==> config.mk <==
export PLATFORM = sky130hd
export DESIGN_NAME = ipi_send_dispatch
export DESIGN_NICKNAME = d
export VERILOG_FILES = /design/src/rtl/ipi_disp_pkg.sv /design/src/rtl/ipi_cmd_decode.sv /design/src/rtl/ipi_byte_mask.sv /design/src/rtl/ipi_rmw_seq.sv /design/src/rtl/ipi_send_dispatch.sv
export SDC_FILE = /design/constraint.sdc
export NUM_CORES = 1
export LEC_CHECK = 0
export ABC_AREA = 0
export BUFFER_PORTS_ARGS = -buffer_cell sky130_fd_sc_hd__buf_2
export CORE_AREA = 4 4 121 123
export DETAILED_ROUTE_END_ITERATION = 7
export DIE_AREA = 0 0 125 127
export PLACE_DENSITY_LB_ADDON = 0.3
export SLEW_MARGIN = 20
export SYNTH_ARGS = -nofsm -noshare
export SYNTH_HDL_FRONTEND = slang
export SYNTH_SLANG_ARGS = --single-unit
export TNS_END_PERCENT = 20
==> constraint.sdc <==
create_clock -name clk_i -period 2.78 [get_ports clk_i]
set_input_delay 0.417 -clock clk_i [delete_from_list [all_inputs] [get_ports clk_i]]
set_output_delay 0.417 -clock clk_i [all_outputs]
set_load 0.02 [all_outputs]
==> src/rtl/ipi_disp_pkg.sv <==
package ipi_disp_pkg;
  localparam int CMD_W   = 64;
  localparam int DATA_W  = 32;
  localparam int CORE_W  = 10;
  localparam int ADDR_W  = 16;
  localparam int OFS_W   = 12;
  localparam int VEC_W   = 5;
  localparam int NBYTE   = DATA_W / 8;
  localparam int CORE_LSB = 16;
  localparam int KEEP_LSB = 27;

  typedef enum logic [1:0] {
    KIND_NONE,
    KIND_IRQ,
    KIND_MAIL,
    KIND_ANY
  } kind_e;

  typedef struct packed {
    kind_e               kind;
    logic [CORE_W-1:0]   core;
    logic [ADDR_W-1:0]   addr;
    logic [DATA_W-1:0]   data;
    logic [NBYTE-1:0]    keep;
  } op_t;
endpackage

==> src/rtl/ipi_cmd_decode.sv <==
module ipi_cmd_decode
  import ipi_disp_pkg::*;
#(
  parameter logic [OFS_W-1:0]  IRQ_OFS   = 12'h040,
  parameter logic [OFS_W-1:0]  MAIL_OFS  = 12'h048,
  parameter logic [OFS_W-1:0]  ANY_OFS   = 12'h158,
  parameter logic [ADDR_W-1:0] SET_ADDR  = 16'h1008,
  parameter logic [ADDR_W-1:0] MBOX_BASE = 16'h1020,
  parameter logic [ADDR_W-1:0] MBOX_MASK = 16'h001C
) (
  input  logic [OFS_W-1:0] ofs_i,
  input  logic             wide_i,
  input  logic [CMD_W-1:0] cmd_i,
  output op_t              op_o
);
  localparam logic [DATA_W-1:0] ONE = DATA_W'(1);

  logic [DATA_W-1:0] payload;
  logic [NBYTE-1:0]  keep_raw;
  logic [ADDR_W-1:0] low_addr;

  assign payload  = cmd_i[CMD_W-1 -: DATA_W];
  assign keep_raw = cmd_i[KEEP_LSB +: NBYTE];
  assign low_addr = cmd_i[ADDR_W-1:0];

  always_comb begin
    op_o      = '0;
    op_o.core = cmd_i[CORE_LSB +: CORE_W];
    if (!wide_i && ofs_i == IRQ_OFS) begin
      op_o.kind = KIND_IRQ;
      op_o.addr = SET_ADDR;
      op_o.data = ONE << cmd_i[VEC_W-1:0];
      op_o.keep = '0;
    end else if (wide_i && ofs_i == MAIL_OFS) begin
      op_o.kind = KIND_MAIL;
      op_o.addr = MBOX_BASE + (low_addr & MBOX_MASK);
      op_o.data = payload;
      op_o.keep = keep_raw;
    end else if (wide_i && ofs_i == ANY_OFS) begin
      op_o.kind = KIND_ANY;
      op_o.addr = low_addr;
      op_o.data = payload;
      op_o.keep = keep_raw;
    end
  end
endmodule

==> src/rtl/ipi_byte_mask.sv <==
module ipi_byte_mask
  import ipi_disp_pkg::*;
(
  input  logic [NBYTE-1:0]  keep_i,
  output logic [DATA_W-1:0] mask_o
);
  for (genvar i = 0; i < NBYTE; i++) begin : g_byte
    assign mask_o[i*8 +: 8] = {8{keep_i[i]}};
  end
endmodule

==> src/rtl/ipi_rmw_seq.sv <==
module ipi_rmw_seq
  import ipi_disp_pkg::*;
(
  input  logic              clk_i,
  input  logic              rst_ni,
  input  logic              cmd_valid_i,
  input  op_t               op_i,
  input  logic [DATA_W-1:0] mask_i,
  output logic [NBYTE-1:0]  keep_o,
  output logic              cmd_ready_o,
  output logic              busy_o,
  output logic              req_valid_o,
  input  logic              req_ready_i,
  output logic              req_write_o,
  output logic [CORE_W-1:0] req_core_o,
  output logic [ADDR_W-1:0] req_addr_o,
  output logic [DATA_W-1:0] req_wdata_o,
  output logic              req_irq_o,
  input  logic              rd_valid_i,
  input  logic [DATA_W-1:0] rd_data_i
);
  typedef enum logic [1:0] {S_IDLE, S_RD_REQ, S_RD_WAIT, S_WR} state_e;

  state_e state_q;
  op_t    op_q;

  always_ff @(posedge clk_i or negedge rst_ni) begin
    if (!rst_ni) begin
      state_q <= S_IDLE;
      op_q    <= '0;
    end else begin
      case (state_q)
        S_IDLE: if (cmd_valid_i && op_i.kind != KIND_NONE) begin
          op_q    <= op_i;
          state_q <= (op_i.keep != '0) ? S_RD_REQ : S_WR;
        end
        S_RD_REQ: if (req_ready_i) state_q <= S_RD_WAIT;
        S_RD_WAIT: if (rd_valid_i) begin
          // keep old bytes under mask, new payload elsewhere
          op_q.data <= (rd_data_i & mask_i) | (op_q.data & ~mask_i);
          state_q   <= S_WR;
        end
        S_WR: if (req_ready_i) state_q <= S_IDLE;
        default: state_q <= S_IDLE;
      endcase
    end
  end

  assign keep_o      = op_q.keep;
  assign cmd_ready_o = (state_q == S_IDLE);
  assign busy_o      = (state_q != S_IDLE);
  assign req_valid_o = (state_q == S_RD_REQ) || (state_q == S_WR);
  assign req_write_o = (state_q == S_WR);
  assign req_core_o  = op_q.core;
  assign req_addr_o  = op_q.addr;
  assign req_wdata_o = op_q.data;
  assign req_irq_o   = (state_q == S_WR) && (op_q.kind == KIND_IRQ);

  assert_req_hold_R9: assert property (@(posedge clk_i) disable iff (!rst_ni)
    req_valid_o && !req_ready_i |=> req_valid_o && $stable(req_write_o) &&
      $stable(req_core_o) && $stable(req_addr_o) && $stable(req_wdata_o));

  assert_read_needs_keep_R5: assert property (@(posedge clk_i) disable iff (!rst_ni)
    req_valid_o && !req_write_o |-> keep_o != '0);

  assert_irq_onehot_R2: assert property (@(posedge clk_i) disable iff (!rst_ni)
    req_irq_o |-> req_valid_o && req_write_o && $countones(req_wdata_o) == 1);

  assert_busy_locks_R8: assert property (@(posedge clk_i) disable iff (!rst_ni)
    busy_o |=> $stable(req_core_o) && $stable(req_addr_o));

  assert_idle_quiet_R8: assert property (@(posedge clk_i) disable iff (!rst_ni)
    cmd_ready_o |-> !req_valid_o);
endmodule

==> src/rtl/ipi_send_dispatch.sv <==
module ipi_send_dispatch
  import ipi_disp_pkg::*;
#(
  parameter logic [OFS_W-1:0]  IRQ_OFS   = 12'h040,
  parameter logic [OFS_W-1:0]  MAIL_OFS  = 12'h048,
  parameter logic [OFS_W-1:0]  ANY_OFS   = 12'h158,
  parameter logic [ADDR_W-1:0] SET_ADDR  = 16'h1008,
  parameter logic [ADDR_W-1:0] MBOX_BASE = 16'h1020
) (
  input  logic              clk_i,
  input  logic              rst_ni,
  input  logic              cmd_valid_i,
  input  logic              cmd_wide_i,
  input  logic [OFS_W-1:0]  cmd_ofs_i,
  input  logic [CMD_W-1:0]  cmd_data_i,
  output logic              cmd_ready_o,
  output logic              busy_o,
  output logic              tgt_valid_o,
  input  logic              tgt_ready_i,
  output logic              tgt_write_o,
  output logic [CORE_W-1:0] tgt_core_o,
  output logic [ADDR_W-1:0] tgt_addr_o,
  output logic [DATA_W-1:0] tgt_wdata_o,
  output logic              tgt_irq_o,
  input  logic              rd_valid_i,
  input  logic [DATA_W-1:0] rd_data_i
);
  op_t               dec_op;
  logic [NBYTE-1:0]  keep;
  logic [DATA_W-1:0] mask;

  ipi_cmd_decode #(
    .IRQ_OFS  (IRQ_OFS),
    .MAIL_OFS (MAIL_OFS),
    .ANY_OFS  (ANY_OFS),
    .SET_ADDR (SET_ADDR),
    .MBOX_BASE(MBOX_BASE),
    .MBOX_MASK(16'h001C)
  ) u_decode (
    .ofs_i (cmd_ofs_i),
    .wide_i(cmd_wide_i),
    .cmd_i (cmd_data_i),
    .op_o  (dec_op)
  );

  ipi_byte_mask u_mask (
    .keep_i(keep),
    .mask_o(mask)
  );

  ipi_rmw_seq u_seq (
    .clk_i      (clk_i),
    .rst_ni     (rst_ni),
    .cmd_valid_i(cmd_valid_i),
    .op_i       (dec_op),
    .mask_i     (mask),
    .keep_o     (keep),
    .cmd_ready_o(cmd_ready_o),
    .busy_o     (busy_o),
    .req_valid_o(tgt_valid_o),
    .req_ready_i(tgt_ready_i),
    .req_write_o(tgt_write_o),
    .req_core_o (tgt_core_o),
    .req_addr_o (tgt_addr_o),
    .req_wdata_o(tgt_wdata_o),
    .req_irq_o  (tgt_irq_o),
    .rd_valid_i (rd_valid_i),
    .rd_data_i  (rd_data_i)
  );

  assert_irq_set_addr_R2: assert property (@(posedge clk_i) disable iff (!rst_ni)
    tgt_irq_o |-> tgt_addr_o == SET_ADDR);
endmodule

==> implementation parameters <==
Parameter                              Value

Clock network
  Clk Tree Root Cell ... sky130_fd_sc_hd__clkbuf_16
  Post-CTS resize count ... 0
  CTS tree ... done
  Clock latency at the later pin of the worst-skew pair ... roughly 0.33 ns
  Maximum clock insertion buffer count ... 2
  Hold Buf Count CTS ... 0
  Buffers inserted by post-CTS timing repair ... 0
  CTS clk-pin slew, worst paths ... about 0.050 ns
  Sinks on the clock net ... 66
  TritonCTS buffer count ... 9
  H-tree lvl count ... 3

Power and ir drop
  Cell-internal power ... ~2.8 mW
  Part of the power in combinational logic ... around 45%
  Switching portion of total power ... 38.0%
  Psw ... 1.70 mW
  Leakage component of the power ... about 2.3 nW
  IR Drop Worst-Case VDD ... 0.369 mV
  Power density over cell area ... roughly 870 mW/mm2
  Clock network fraction of total power ... approximately a quarter
  Seq pwr share ... between 30% and 40%

Timing
  Worst relative slew slack ... 49.2%
  Endpoints failing setup ... 0
  Highest achievable clock rate ... 415 MHz
  Count of endpoints failing hold in the final timing report ... 0
  Final period demand of the worst path ... ~2.4 ns
  Number of pins exceeding their max-slew limit in the final report ... 0
  Final total negative setup slack ... 0 ns
  PnR worst setup slack ... roughly 0.37 ns
  Setup Skew ... between 0.004 and 0.005 ns
  Unrepaired setup endpoints after global routing ... no
  Actual slew at the worst max-slew pin ... roughly 0.76 ns
  Final clock period utilization by the worst path ... 86.6%

Global route
  Antenna violations before repair ... 3
  Final global-route overflow total ... 0
  Via count of the first global-routing pass ... approximately 3,800
  Wire length of the first global-routing pass ... just over 20 mm
  Pin count of the biggest net entering global routing ... 38
  Tot GR Track Use ... roughly 17%

Die
  Core area ... approximately 0.014 mm2
  Initial core utilization ... between 20% and 30%
  Io pins ... 177
  # rows ... 43
  Die footprint ... 0.0159 mm2
  Die Span X ... about 130 um
  Die Height ... between 100 and 150 um

Yosys
  Synth area leader ... sky130_fd_sc_hd__dfrtp_1
  Dominant synthesized flop cell ... sky130_fd_sc_hd__dfrtp_1
  Main combinational cell family by area after synthesis ... compound AO/OA/AOI/OAI gates
  Net count of the mapped netlist ... 540
  Top cells by area in the synthesized netlist ... sky130_fd_sc_hd__dfrtp_1 (41%), sky130_fd_sc_hd__buf_4 (11%), sky130_fd_sc_hd__o21a_1 (5.6%)
  Area fraction in compound gates after synthesis ... approximately 28%
  Simple-gate portion of the synthesized area ... ~12%
  Average size of a mapped cell ... around 9.6 um2
  Adder and majority cell fraction of the synthesized area ... around 1.2%
  Number of warnings issued by yosys ... 0
  Cell variety after synth ... between 40 and 50
  Fraction of synthesized cell area taken by the top area cell type ... between 40% and 50%
  Synthesized area ... 0.00404 mm2
  Most numerous cell in the Yosys netlist ... sky130_fd_sc_hd__dfrtp_1
  FFs w/ async S/R, synth ... between 90% and 100%
  Mux cell area share after synthesis ... about 3.3%
  Number of synthesized flops with an enable pin ... 0
  Sequential-to-total area share from yosys stat ... 40.9%
  Ranking of synthesized cells by instance count ... sky130_fd_sc_hd__dfrtp_1 (66), sky130_fd_sc_hd__buf_4 (58), sky130_fd_sc_hd__o21ai_0 (42)
  Post-synthesis share of cell area spent on xor and xnor gates ... 0.217%
  Cells after synthesis ... about 420
  Synthesis-stage register bit count ... 66

Place
  Total of buffers placed on input and output ports ... ~170
  Cell Area, Placed ... about 0.0048 mm2
  Final Wtd Congestion ... between 0.8 and 0.9
  Post-placement setup slack ... roughly 0.085 ns
  Sum of net half-perimeters after detailed placement ... approximately 10 mm

Route
  Router iterations before antenna repair ... 5
  DRC violation count after routing ... 0
  Post-DRT Antenna Nets ... 0
  Vias per std cell ... just over 5
  Wire per inst ... around 18 um
  Via Count ... ~3,800
  First DRT Iteration DRCs ... between 200 and 250
  Total wire length ... 13.4 mm

Critical path
  Category of the worst setup path capture point ... flop
  Arrival time of data at the critical path endpoint ... between 2 and 3 ns
  Data required time of the critical path ... between 3 and 4 ns
  Source of the critical timing path ... u_seq.state_q[0]
  Kind of critical path ... reg -> reg
  Critical path fanouts, max ... 11
  Critical-path top delay cell ... sky130_fd_sc_hd__or4_1
  Cells on worst reg2reg path ... 7
  Worst setup slack for register-to-register paths ... 0.37 ns
  Kind of start point of the critical path ... flop
  Chain of cells forming the critical path ... inv_1 > ha_1 > nand2_1 > or4_1 > o21ai_4 > a21boi_4 > o22a_1
  Critical Path Max Stage Delay ... ~0.48 ns
  Launch instance of the worst register-to-register path ... u_seq.state_q[0]

Cells and area
  Final core utilization ... a little under two fifths
  Layout overhead on the synthesized area ... 27.4%
  Total Nets Final ... approximately 670
  Share of cells above drive strength 1 ... 43.3%
  Layout Cell Area excl Fill ... between 0.005 and 0.006 mm2

Run
  Max Cap Violations ... 0

Status
  Outcome ... finished clean

Worst hold path
  Type of the most critical hold path ... in -> async
-- routing by layer --
layer / vias up / part of all wire, % / GRT usage, %
li1: 1780 / - / -
met1: 1807 / 42 / 21.3
met2: 173 / 48 / 26.4
met3: 20 / 7.2 / 3.93
met4: 0 / 2.6 / 7.91
met5: - / 0 / 0
-- layout by cell type, fill, tap and decap left out, drive strengths merged, types with 2 or more instances in the layout --
cell type	synthesis	layout
a22oi	28	28
or4	2	2
clkinv	0	2
o21ai	44	44
ha	4	4
a21oi	7	7
diode	0	3
mux2	12	12
inv	8	8
a22o	11	11
nand2b	2	2
nor4	4	4
or3	3	3
dfrtp	66	66
and3	3	3
nor3	17	17
o21a	30	30
buf	66	203
nor4b	3	3
nand4	7	7
clkbuf	15	13
nand2	31	31
nor2	9	9
o22a	4	4
nand3	2	2
or4b	2	2
a21boi	4	4
o211ai	28	28
-- stage by stage --
| step | cells | hold slack (ns) | power, mW |
|---|---|---|---|
| after CTS | 739 | 0.165 | 4.55 |
| final | 742 | 0.143 | 4.48 |
| after global placement | 724 | 0.464 | 3.38 |
| after global routing | 742 | 0.213 | 4.78 |
| after detailed placement | 724 | 0.467 | 3.43 |
| after floorplan | 422 | 0.121 | 3.05 |
-- power groups by stage --
stage	Clock, mW	Combinational [mW]	Sequential (mW)
2_1_floorplan	0	1.69	1.36
3_3_place_gp	0	1.99	1.39
3_5_place_dp	0	2.03	1.40
4_1_cts	1.13	2.04	1.38
5_1_grt	1.17	2.20	1.40
6_report	1.09	2.02	1.38
-- final cells by class --
class	instances	area, um2
Fill cell	1454	8520
Tap cell	180	225
Sequential cell	66	1650
Timing Repair Buffer	203	1100
Multi-Input combinational cell	267	1840
Clock inverter	2	10.0
Clock buffer	13	280
Antenna cell	3	7.51
Inverter	8	30.0
-- worst min path at each step --
stage,endpoint,start,cells past startpoint
2_1_floorplan,async pin,rst_ni,0
3_3_place_gp,u_seq.req_addr_o[4],u_seq.req_addr_o[4],2
3_5_place_dp,u_seq.req_addr_o[2],u_seq.req_addr_o[2],2
4_1_cts,async pin,rst_ni,1
5_1_grt,async pin,rst_ni,1
6_report,async pin,rst_ni,1
-- logic make-up (layout without fill, tap and decap cells) --
kind of cell | Yosys count | count (layout)
AO/OA/AOI/OAI | 159 | 159
AND/OR/NAND/NOR | 91 | 91
buffers and inverters | 89 | 226
flip-flops | 66 | 66
multiplexers | 12 | 12
adder cells (fa/ha/maj) | 4 | 4
XOR/XNOR | 1 | 1
other | 0 | 3
-- worst max-delay path, delay by kind of cell, from the launching register on --
kind	cells	cell delay (ns)
buf+inv	1	0.10
compound gates	3	0.94
simple gates	2	0.61
fa+ha+maj	1	0.29
flops	1	0.41
(Power assumes the default switching activity.)
